$ cat src/rtl/vic_pkg.sv
package vic_pkg;
  localparam int SLOT_BYTES = 8;
  localparam int ENTRY_OFS  = 3;

  function automatic int slot_entry(input int slot);
    return slot * SLOT_BYTES + ENTRY_OFS;
  endfunction
endpackage

$ cat src/rtl/vic_req_gate.sv
module vic_req_gate #(
  parameter int NSRC = 16,
  parameter logic [NSRC-1:0] USED_MASK = '1
) (
  input  logic [NSRC-1:0] flag,
  input  logic [NSRC-1:0] src_en,
  input  logic [NSRC-1:0] src_hi,
  input  logic            glob_en,
  input  logic            reti,
  input  logic            busy_hi,
  input  logic            busy_lo,
  output logic [NSRC-1:0] req_hi,
  output logic [NSRC-1:0] req_lo
);
  logic [NSRC-1:0] live;

  always_comb begin
    live   = flag & src_en & USED_MASK & {NSRC{glob_en && !reti && !busy_hi}};
    req_hi = live & src_hi;
    req_lo = live & ~src_hi & {NSRC{!busy_lo}};
  end
endmodule

$ cat src/rtl/vic_first_pick.sv
module vic_first_pick #(
  parameter int NSRC  = 16,
  localparam int IDX_W = $clog2(NSRC)
) (
  input  logic [NSRC-1:0]  req,
  output logic             found,
  output logic [IDX_W-1:0] idx
);
  always_comb begin
    found = 1'b0;
    idx   = '0;
    for (int i = NSRC - 1; i >= 0; i--) begin
      if (req[i]) begin
        found = 1'b1;
        idx   = IDX_W'(i);
      end
    end
  end
endmodule

$ cat src/rtl/vic_svc_track.sv
module vic_svc_track (
  input  logic clk,
  input  logic rst_n,
  input  logic take,
  input  logic take_hi,
  input  logic reti,
  output logic svc_hi,
  output logic svc_lo
);
  always_ff @(posedge clk or negedge rst_n) begin
    if (!rst_n) begin
      svc_hi <= 1'b0;
      svc_lo <= 1'b0;
    end else if (take) begin
      if (take_hi) svc_hi <= 1'b1;
      else         svc_lo <= 1'b1;
    end else if (reti) begin
      if (svc_hi) svc_hi <= 1'b0;
      else        svc_lo <= 1'b0;
    end
  end
endmodule

$ cat src/rtl/vic_clr_gen.sv
module vic_clr_gen #(
  parameter int NSRC = 16,
  parameter logic [NSRC-1:0] ALWAYS_CLR = '0,
  parameter logic [NSRC-1:0] EDGE_CLR   = '0,
  localparam int IDX_W = $clog2(NSRC)
) (
  input  logic             clk,
  input  logic             rst_n,
  input  logic             take,
  input  logic [IDX_W-1:0] take_idx,
  input  logic [NSRC-1:0]  edge_mode,
  output logic [NSRC-1:0]  flag_clr
);
  logic [NSRC-1:0] sel;
  logic [NSRC-1:0] clr_ok;

  always_comb begin
    sel    = NSRC'(1) << take_idx;
    clr_ok = ALWAYS_CLR | (EDGE_CLR & edge_mode);
  end

  always_ff @(posedge clk or negedge rst_n) begin
    if (!rst_n)    flag_clr <= '0;
    else if (take) flag_clr <= sel & clr_ok;
    else           flag_clr <= '0;
  end
endmodule

$ cat src/rtl/vic_unit.sv
module vic_unit #(
  parameter int NSRC  = 16,
  parameter int VEC_W = 16,
  parameter logic [NSRC-1:0] USED_MASK  = 16'h6CBF,
  parameter logic [NSRC-1:0] ALWAYS_CLR = 16'h000A,
  parameter logic [NSRC-1:0] EDGE_CLR   = 16'h0005
) (
  input  logic             clk,
  input  logic             rst_n,
  input  logic [NSRC-1:0]  flag,
  input  logic [NSRC-1:0]  src_en,
  input  logic [NSRC-1:0]  src_hi,
  input  logic [NSRC-1:0]  edge_mode,
  input  logic             glob_en,
  input  logic             reti,
  input  logic             call_ready,
  output logic             call_valid,
  output logic [VEC_W-1:0] call_vector,
  output logic [NSRC-1:0]  flag_clr,
  output logic             svc_hi,
  output logic             svc_lo
);
  localparam int IDX_W = $clog2(NSRC);

  logic [NSRC-1:0]  req_hi, req_lo;
  logic             hi_found, lo_found;
  logic [IDX_W-1:0] hi_idx, lo_idx, win_idx;
  logic             take;

  vic_req_gate #(.NSRC(NSRC), .USED_MASK(USED_MASK)) u_gate (
    .flag(flag), .src_en(src_en), .src_hi(src_hi), .glob_en(glob_en),
    .reti(reti), .busy_hi(svc_hi), .busy_lo(svc_lo),
    .req_hi(req_hi), .req_lo(req_lo)
  );

  vic_first_pick #(.NSRC(NSRC)) u_pick_hi (
    .req(req_hi), .found(hi_found), .idx(hi_idx)
  );

  vic_first_pick #(.NSRC(NSRC)) u_pick_lo (
    .req(req_lo), .found(lo_found), .idx(lo_idx)
  );

  always_comb begin
    win_idx     = hi_found ? hi_idx : lo_idx;
    call_valid  = hi_found | lo_found;
    call_vector = VEC_W'(vic_pkg::slot_entry(int'(win_idx)));
    take        = call_valid & call_ready;
  end

  vic_svc_track u_svc (
    .clk(clk), .rst_n(rst_n), .take(take), .take_hi(hi_found),
    .reti(reti), .svc_hi(svc_hi), .svc_lo(svc_lo)
  );

  vic_clr_gen #(.NSRC(NSRC), .ALWAYS_CLR(ALWAYS_CLR), .EDGE_CLR(EDGE_CLR)) u_clr (
    .clk(clk), .rst_n(rst_n), .take(take), .take_idx(win_idx),
    .edge_mode(edge_mode), .flag_clr(flag_clr)
  );
endmodule

$ cat config.mk
export PLATFORM = sky130hd
export DESIGN_NAME = vic_unit
export DESIGN_NICKNAME = d
export VERILOG_FILES = /design/src/rtl/vic_pkg.sv /design/src/rtl/vic_req_gate.sv /design/src/rtl/vic_first_pick.sv /design/src/rtl/vic_svc_track.sv /design/src/rtl/vic_clr_gen.sv /design/src/rtl/vic_unit.sv
export SDC_FILE = /design/constraint.sdc
export NUM_CORES = 1
export LEC_CHECK = 0
export BUFFER_PORTS_ARGS = -buffer_cell sky130_fd_sc_hd__buf_2
export CORE_ASPECT_RATIO = 1.75
export CORE_MARGIN = 4
export CORE_UTILIZATION = 35
export DETAILED_ROUTE_END_ITERATION = 6
export GPL_TIMING_DRIVEN = 1
export PLACE_DENSITY = 0.8
export SETUP_SLACK_MARGIN = 0.15
export SYNTH_ARGS = -nofsm -noshare
export SYNTH_HDL_FRONTEND = slang
export SYNTH_SLANG_ARGS = --single-unit
$ cat constraint.sdc
create_clock -name clk -period 2.91 [get_ports clk]
set_input_delay 0.873 -clock clk [delete_from_list [all_inputs] [get_ports clk]]
set_output_delay 0.873 -clock clk [all_outputs]
set_load 0.01 [all_outputs]
==> results of run 1 <==
-- where the power goes --
group	internal [mW]	total [mW]	switching (mW)
clock	0.0893	0.131	0.0415
sequential	0.0878	0.0932	0.00541
combinational	0.112	0.219	0.107
-- repair_timing --
item | 4_1_cts | 5_1_grt
setup endpoints to repair | 5 | 5
pin swaps | 6 | 3
resized for setup | 14 | 14
buffers inserted | 2 | 2
hold endpoints to repair | 0 | 0
-- kinds of logic (layout without fill, tap and decap cells) --
group           Yosys count  count (layout)  share of synthesized area
compound gates           26              26                      0.224
buf+inv                  27              84                      0.194
flops                     6               6                      0.152
other cells               2              24                    0.00760
simple gates             58              58                      0.423
-- per-layer routing --
layer | vias up | track usage | wire length, um
met5 | - | 0 | 0
met4 | 0 | 0.0566 | 66
met3 | 7 | 0.0161 | 237
met2 | 54 | 0.332 | 1850
met1 | 539 | 0.142 | 942
li1 | 558 | - | -
-- worst register-to-register path: stages, from the launching register on --
cell and delay, ns:
dfrtp_1 0.42, nor4b_4 0.39, buf_4 0.17, buf_4 0.11, o21ai_2 0.09, o2bb2a_4 0.24, a211oi_1 0.28, and3_1 0.21
-- synth_stat cells, types with 3 or more instances --
| cell type | count |
|---|---|
| a211oi_1 | 3 |
| a21oi_1 | 4 |
| and3_1 | 4 |
| and3b_1 | 3 |
| buf_4 | 24 |
| dfrtp_1 | 6 |
| inv_1 | 3 |
| nand2_1 | 8 |
| nand2b_1 | 4 |
| nand3_1 | 13 |
| nand3b_1 | 9 |
| nor2_1 | 3 |
| o21ai_0 | 3 |
-- sequential cells by signal, indices dropped and copies added (netlist names) --
name	count
u_svc.svc_lo	1
u_clr.flag_clr	4
u_svc.svc_hi	1
-- final cells by class --
class / instances / area [um^2]
multi-input combinational: 108 / 808
clock buffer: 3 / 41.3
sequential: 6 / 150
inverter: 3 / 11.3
tap: 27 / 33.8
fill: 262 / 1160
timing repair buffer: 78 / 520
-- per-stage QoR --
step,utilization,std cells
floorplan,-,141
global placement,0.501,218
finish,0.575,225
CTS,0.544,223
global route,0.575,225
detailed placement,0.501,218
-- how the worst max path moves through the flow --
stage | startpoint | endpoint | slack (ns) | cells past startpoint
2_1_floorplan | src_hi[10] | call_vector[3] | 0.17 | 5
3_3_place_gp | src_hi[10] | call_vector[3] | -0.04 | 7
3_5_place_dp | src_hi[11] | call_vector[3] | -0.05 | 8
4_1_cts | src_en[11] | call_vector[4] | 0.02 | 7
5_1_grt | src_hi[11] | call_vector[3] | -0.07 | 8
6_report | src_hi[3] | call_vector[3] | 0.02 | 8
==> results.md, run 1 <==
* Status: complete, no violations
* Initial Utilization at 0.363
* Commonest non-fill, non-tap cells in the layout: buf_2, buf_4, conb_1
* Post-layout min period at 2.89 ns
* Fin Setup TNS at 0 ns
* Largest net degree at the start of global routing at 7
* Max-cap violations at 0
* Number of synthesized register bits at 6
* Commonest non-fill, non-tap cell in the layout: buf_2
* Syn Area/Cell at 8.31 um^2
* Cell Chain, Critical Path: buf_6 -> nand3b_1 -> and4_1 -> o21a_1 -> a21oi_1 -> a41oi_2 -> inv_1 -> buf_2
* Worst EP arrival at 2.01 ns
* Ports at 104
* Placed Area at 1360 um^2
* Tcrit/Tclk final at 0.992
* Post-synthesis sequential area ratio at 0.152
* Num CTS Buffers at 3
* Initial DRC Count at 18
* PortBufs at 50
* Crit start category: input pin
* Pwr dens at 283 nW/um^2
* Antenna Cells at 0
* Routability cong. at 0.846
* Final hold slack at 0.457 ns
* Post-synth EDFFs at 0
* Drt via density at roughly 5.1
* Share of layout cells above drive strength 1 at 0.530
* Clk slew on worst S/H paths at ~0.040 ns
* Gr usage total at 0.164
* Post-Syn Instances at between 100 and 150
* RSZ-0062 raised after global routing: true
* Slack of the worst reg-to-reg path at roughly 0.93 ns
* Layout area overhead at 58.4%
* Worst path slowest cell: nand3b_1
* Top cell type's share of synthesized area at 0.182
* Max-slew violations at 0
* Final WS setup at 0.0220 ns
* Antenna violations before repair at 0
* Final hold viol count at 0
* Via Count at 1158
* Design Power at 0.443 mW
* Site Rows at 25
* Critical R2R Capture: u_clr.flag_clr[2]
* Worst supply voltage drop on vdd at 0.151 mV
* Worst Reg2Reg Path Length in Cells at 7
* CTS tree: done
* Syn Std Cell Area at 988 um^2
* DRC Markers at 0
* Dpl ws at -0.0512 ns
* Clock tree buffer depth at 2
* Final design area excluding fillers at 1570 um^2
* Final ANT Viol Nets at 0
* Grt total ovfl at 0
* H-tree levels at 1
* Die X at 48.2 um
* Final wirelength at 3100 um
* Wire per inst at 13.8 um
* Top FF cell, synth: dfrtp_1
* Worst reg2reg startpoint: u_svc.svc_lo
* Max Fclk at 346 MHz
* Sink Count at 6
* Core area at 2720 um^2
* Bufs and invs on worst path at 3
* Crit Path Class: in -> out
* Post-synth top area cell: buf_4
* Main area contributors after synthesis: buf_4, dfrtp_1, nand3b_1
* First drt pass iteration count at 4
* Max stage delay on crit path at between 0.2 and 0.25 ns
* Root buf cell: clkbuf_8
* Worst-path fanout max at 3
* Vias in the first global route at 1123
* Synth warn at 0
* P_leak at 0.831 nW
* Die ar. at 3770 um^2
* Detailed placement HPWL at about 2500 um
* Setup Skew at 0.000345 ns
* Worst path required time at just over 2 ns
* Asr flop ratio synth at 1.00
* CP Capture Type: output port
* Post-synth cell types at 41
* Clk_lat worst skew at 0.23 ns
* First-pass GRT wire length at 4560 um
* Class of the worst hold path: in -> async
* Layout Nets at roughly 270
* CP top delay family: simple AND/OR/NAND/NOR gates
* Die Height at 78.3 um
* Cts hold-fix bufs at 0
* Setup Viol. Count Final at 0
Note: power is estimated with default switching activity, not from simulation.
==> run 2: changes to the inputs <==
Settings changed: CORE_UTILIZATION 35 to 39, PLACE_DENSITY 0.8 to 0.82, SYNTH_HIERARCHICAL set to 1.
==> run 2 against run 1 <==
Effect of this change: the run now ends with setup timing left; worst setup slack got worse by 0.67 ns; sequential cell count unchanged; via count increased by 27%; synthesized area increased by 24%; core utilization increased by 9.2 points; design area increased by 26%; count of clock-buffer cells in the layout unchanged; largest power group unchanged; highest routed layer unchanged.
==> results.md, run 2 <==
* Final ANT Viol Nets at 0 (unchanged)
* Final WS setup at -0.649 ns (-0.671 ns)
* Combinational family with the most area after synthesis: simple AND/OR/NAND/NOR gates
* RSZ-0062 raised after global routing: true
* Commonest non-fill, non-tap cell in the layout: buf_2
* Final core utilization at 0.667 (+0.0922)
* Cts hold-fix bufs at 0 (unchanged)
* Final design area excluding fillers at 1980 um^2 (+26%)
* Asr flop ratio synth at 1.00 (unchanged)
* First drt pass iteration count at 4 (unchanged)
* Max Fclk at 281 MHz (-19%)
* Final cell count without fillers at 302 (+34%)
* Synth warn at 6 (+6)
* Layout Nets at 331 (+23%)
* Crit Path Class: in -> out
* Post-layout min period at 3.56 ns (+0.671 ns)
* Final wirelength at 3950 um (+27%)
* Synth Area in Compound Gates at 0.118 (-0.106)
* Adder-Cell Fraction of Synth Area at 0 (unchanged)
* Post-synthesis sequential area ratio at 0.122 (-0.0294)
* Class of the worst hold path: in -> async
* First-pass GRT wire length at 5710 um (+25%)
* Final hold viol count at 0 (unchanged)
* Post-synth top area cell: buf_4
* Fill cells at 276 (+5.3%)
* Die Height at 82.2 um (+4.9%)
* Initial Utilization at 0.414 (+0.0510)
* Routability cong. at 0.940 (+11%)
* Max-slew violations at 0 (unchanged)
* Initial DRC Count at 31 (+13)
* Placed Cells at 297 (+36%)
* Biggest register: u_clr/flag_clr
* Clk_lat worst skew at 0.23 ns (about the same)
* Dpl ws at -0.695 ns (-0.644 ns)
* Share of layout cells above drive strength 1 at 0.538 (+0.00816)
* M1 WL at 1250 um (+33%)
* Pwr dens at 219 nW/um^2 (-23%)
* Clk slew on worst S/H paths at 0.04 ns (about the same)
* Status: finished, violations left
* Crit start category: input pin
* Commonest non-fill, non-tap cells in the layout: buf_2, buf_4, conb_1
* Num CTS Buffers at 3 (unchanged)
* Top FF cell, synth: dfrtp_1
* DRC Markers at 0 (unchanged)
* Biggest regs: u_clr/flag_clr (4), u_svc/svc_hi (1), u_svc/svc_lo (1)
* Site Rows at 26 (+4.0%)
* Wire per inst at 13.1 um (-5.1%)
* Ports at 104 (unchanged)
* Grt total ovfl at 0 (unchanged)
* Tcrit/Tclk final at 1.22 (+0.230)
* Antenna Cells at 0 (unchanged)
* Sink Count at 6 (unchanged)
* Max reg flops at 4 (unchanged)
* Top cells by count, synth: buf_4, nand2_1, nor2_1
* Main area contributors after synthesis: buf_4, dfrtp_1, and4_1
* Setup Viol. Count Final at 6 (+6)
* H-tree levels at 1 (unchanged)
* Root buf cell: clkbuf_8
* Number of synthesized register bits at 6 (unchanged)
* Syn Std Cell Area at 1230 um^2 (+24%)
* Worst supply voltage drop on vdd at 0.149 mV (-1.4%)
* Placed Area at 1710 um^2 (+25%)
* Core area at 2960 um^2 (+8.8%)
* Synth Area in Simple Gates at 0.465 (+0.0425)
* Via Count at 1468 (+27%)
* Most common cell in the netlist: buf_4
* Syn Area/Cell at 7.34 um^2 (-12%)
* Post-synth EDFFs at 0 (unchanged)
* Drt via density at 4.86 (-5.6%)
* Design Power at 0.432 mW (-2.6%)
* Largest net degree at the start of global routing at 8 (+1)
* Worst Reg2Reg Path Length in Cells at 12 (+5)
* Failing checks: setup timing
* Vias in the first global route at 1428 (+27%)
* Setup Skew at 0.00218 ns (+0.00183 ns)
* PortBufs at 50 (unchanged)
* Post-synth cell types at 34 (-17%)
* Die ar. at 4140 um^2 (+9.8%)
* Post-Syn Instances at 167 (+40%)
* DR top layer: met4
* Gr usage total at 0.177 (+0.0129)
* Antenna violations before repair at 0 (unchanged)
* Die X at 50.4 um (+4.6%)
* CTS tree: done
* CP Capture Type: output port
* Multiplexer share of the synthesized area at 0.0367 (+0.0367)
* Layout area overhead at 61.1%
* Routed length on met2 at 2300 um (+24%)
* XOR/XNOR share of the synthesized area at 0 (unchanged)
* Detailed placement HPWL at 3030 um (+21%)
* Clock tree buffer depth at 2 (unchanged)
* Top cell type's share of synthesized area at 0.208 (+0.0259)
* Max-cap violations at 0 (unchanged)
* Met3 WL post-DR at 305 um (+29%)
* Worst-path fanout max at 7 (+4)
* Worst EP arrival at 2.69 ns (+0.68 ns)
* Worst path required time at 2.04 ns (about the same)
* P_leak at 1.02 nW (+23%)
[run 2: cell count changes after synthesis, sizes merged, moves of 9 or more]
cell | before | now
and4 | 1 | 11
buf | 24 | 35
nand2 | 8 | 22
nand3 | 14 | 2
nand3b | 9 | 0
nor2 | 3 | 16
nor3 | 0 | 15
[run 2: where the power goes]
group / leakage (nW) / internal (mW) / switching [mW]
combinational: 0.918 / 0.106 / 0.106
clock: 0.0216 / 0.0894 / 0.0421
sequential: 0.0807 / 0.0865 / 0.00101
[run 2: repair_timing]
item	4_1_cts	5_1_grt
pin swaps	2	7
hold endpoints to repair	0	0
setup endpoints to repair	10	11
setup buffers	1	1
gates resized for setup	19	24
[run 2: metrics by stage]
step | hold slack (ns) | TNS, ns
final | 0.461 | -3.05
after global routing | 0.465 | -3.73
after CTS | 0.457 | -2.86
after detailed placement | 0.649 | -3.81
after global placement | 0.641 | -3.55
after floorplan | 0.577 | -2.06
[run 2: per-layer routing]
metal | vias up | global-route usage
met5 | - | 0
met4 | 0 | 0.0701
met3 | 7 | 0.0162
met2 | 70 | 0.385
met1 | 674 | 0.158
li1 | 717 | -
[run 2: worst paths after layout]
path,startpoint,end,slack [ns]
worst min register to register,u_svc/svc_hi,u_svc/svc_hi,0.67
worst max-delay path,reti,call_vector[3],-0.65
min in group clk,u_svc/svc_hi,u_svc/svc_hi,0.67
max in group asynchronous,rst_n,u_clr/flag_clr[0],2.30
worst max register to register,u_svc/svc_hi,u_clr/flag_clr[0],0.22
worst min-delay path,rst_n,u_clr/flag_clr[1],0.46
[run 2: cells by family (layout without fill, tap and decap cells)]
| logic type | Yosys count | in the layout |
|---|---|---|
| and+or+nand+nor | 87 | 87 |
| buffers and inverters | 44 | 107 |
| AOI/OAI and AO/OA | 22 | 22 |
| DFF | 6 | 6 |
| other | 4 | 34 |
| muxes | 4 | 4 |
[run 2: critical path, cell delays in order]
cell and delay, ns:
buf_6 0.10, or4b_4 0.60, buf_6 0.17, nor3_4 0.16, inv_1 0.11, a21oi_2 0.15, o22ai_2 0.08, mux2_4 0.31
buf_6 0.13
[run 2: cell type report]
type / instances / area, um^2 / area share
multi-input combinational: 147 / 1040 / 0.524
timing repair buffer: 96 / 666 / 0.337
sequential: 6 / 150 / 0.0760
tap: 42 / 52.6 / 0.0266
clock buffer: 3 / 41.3 / 0.0209
inverter: 8 / 30.0 / 0.0152
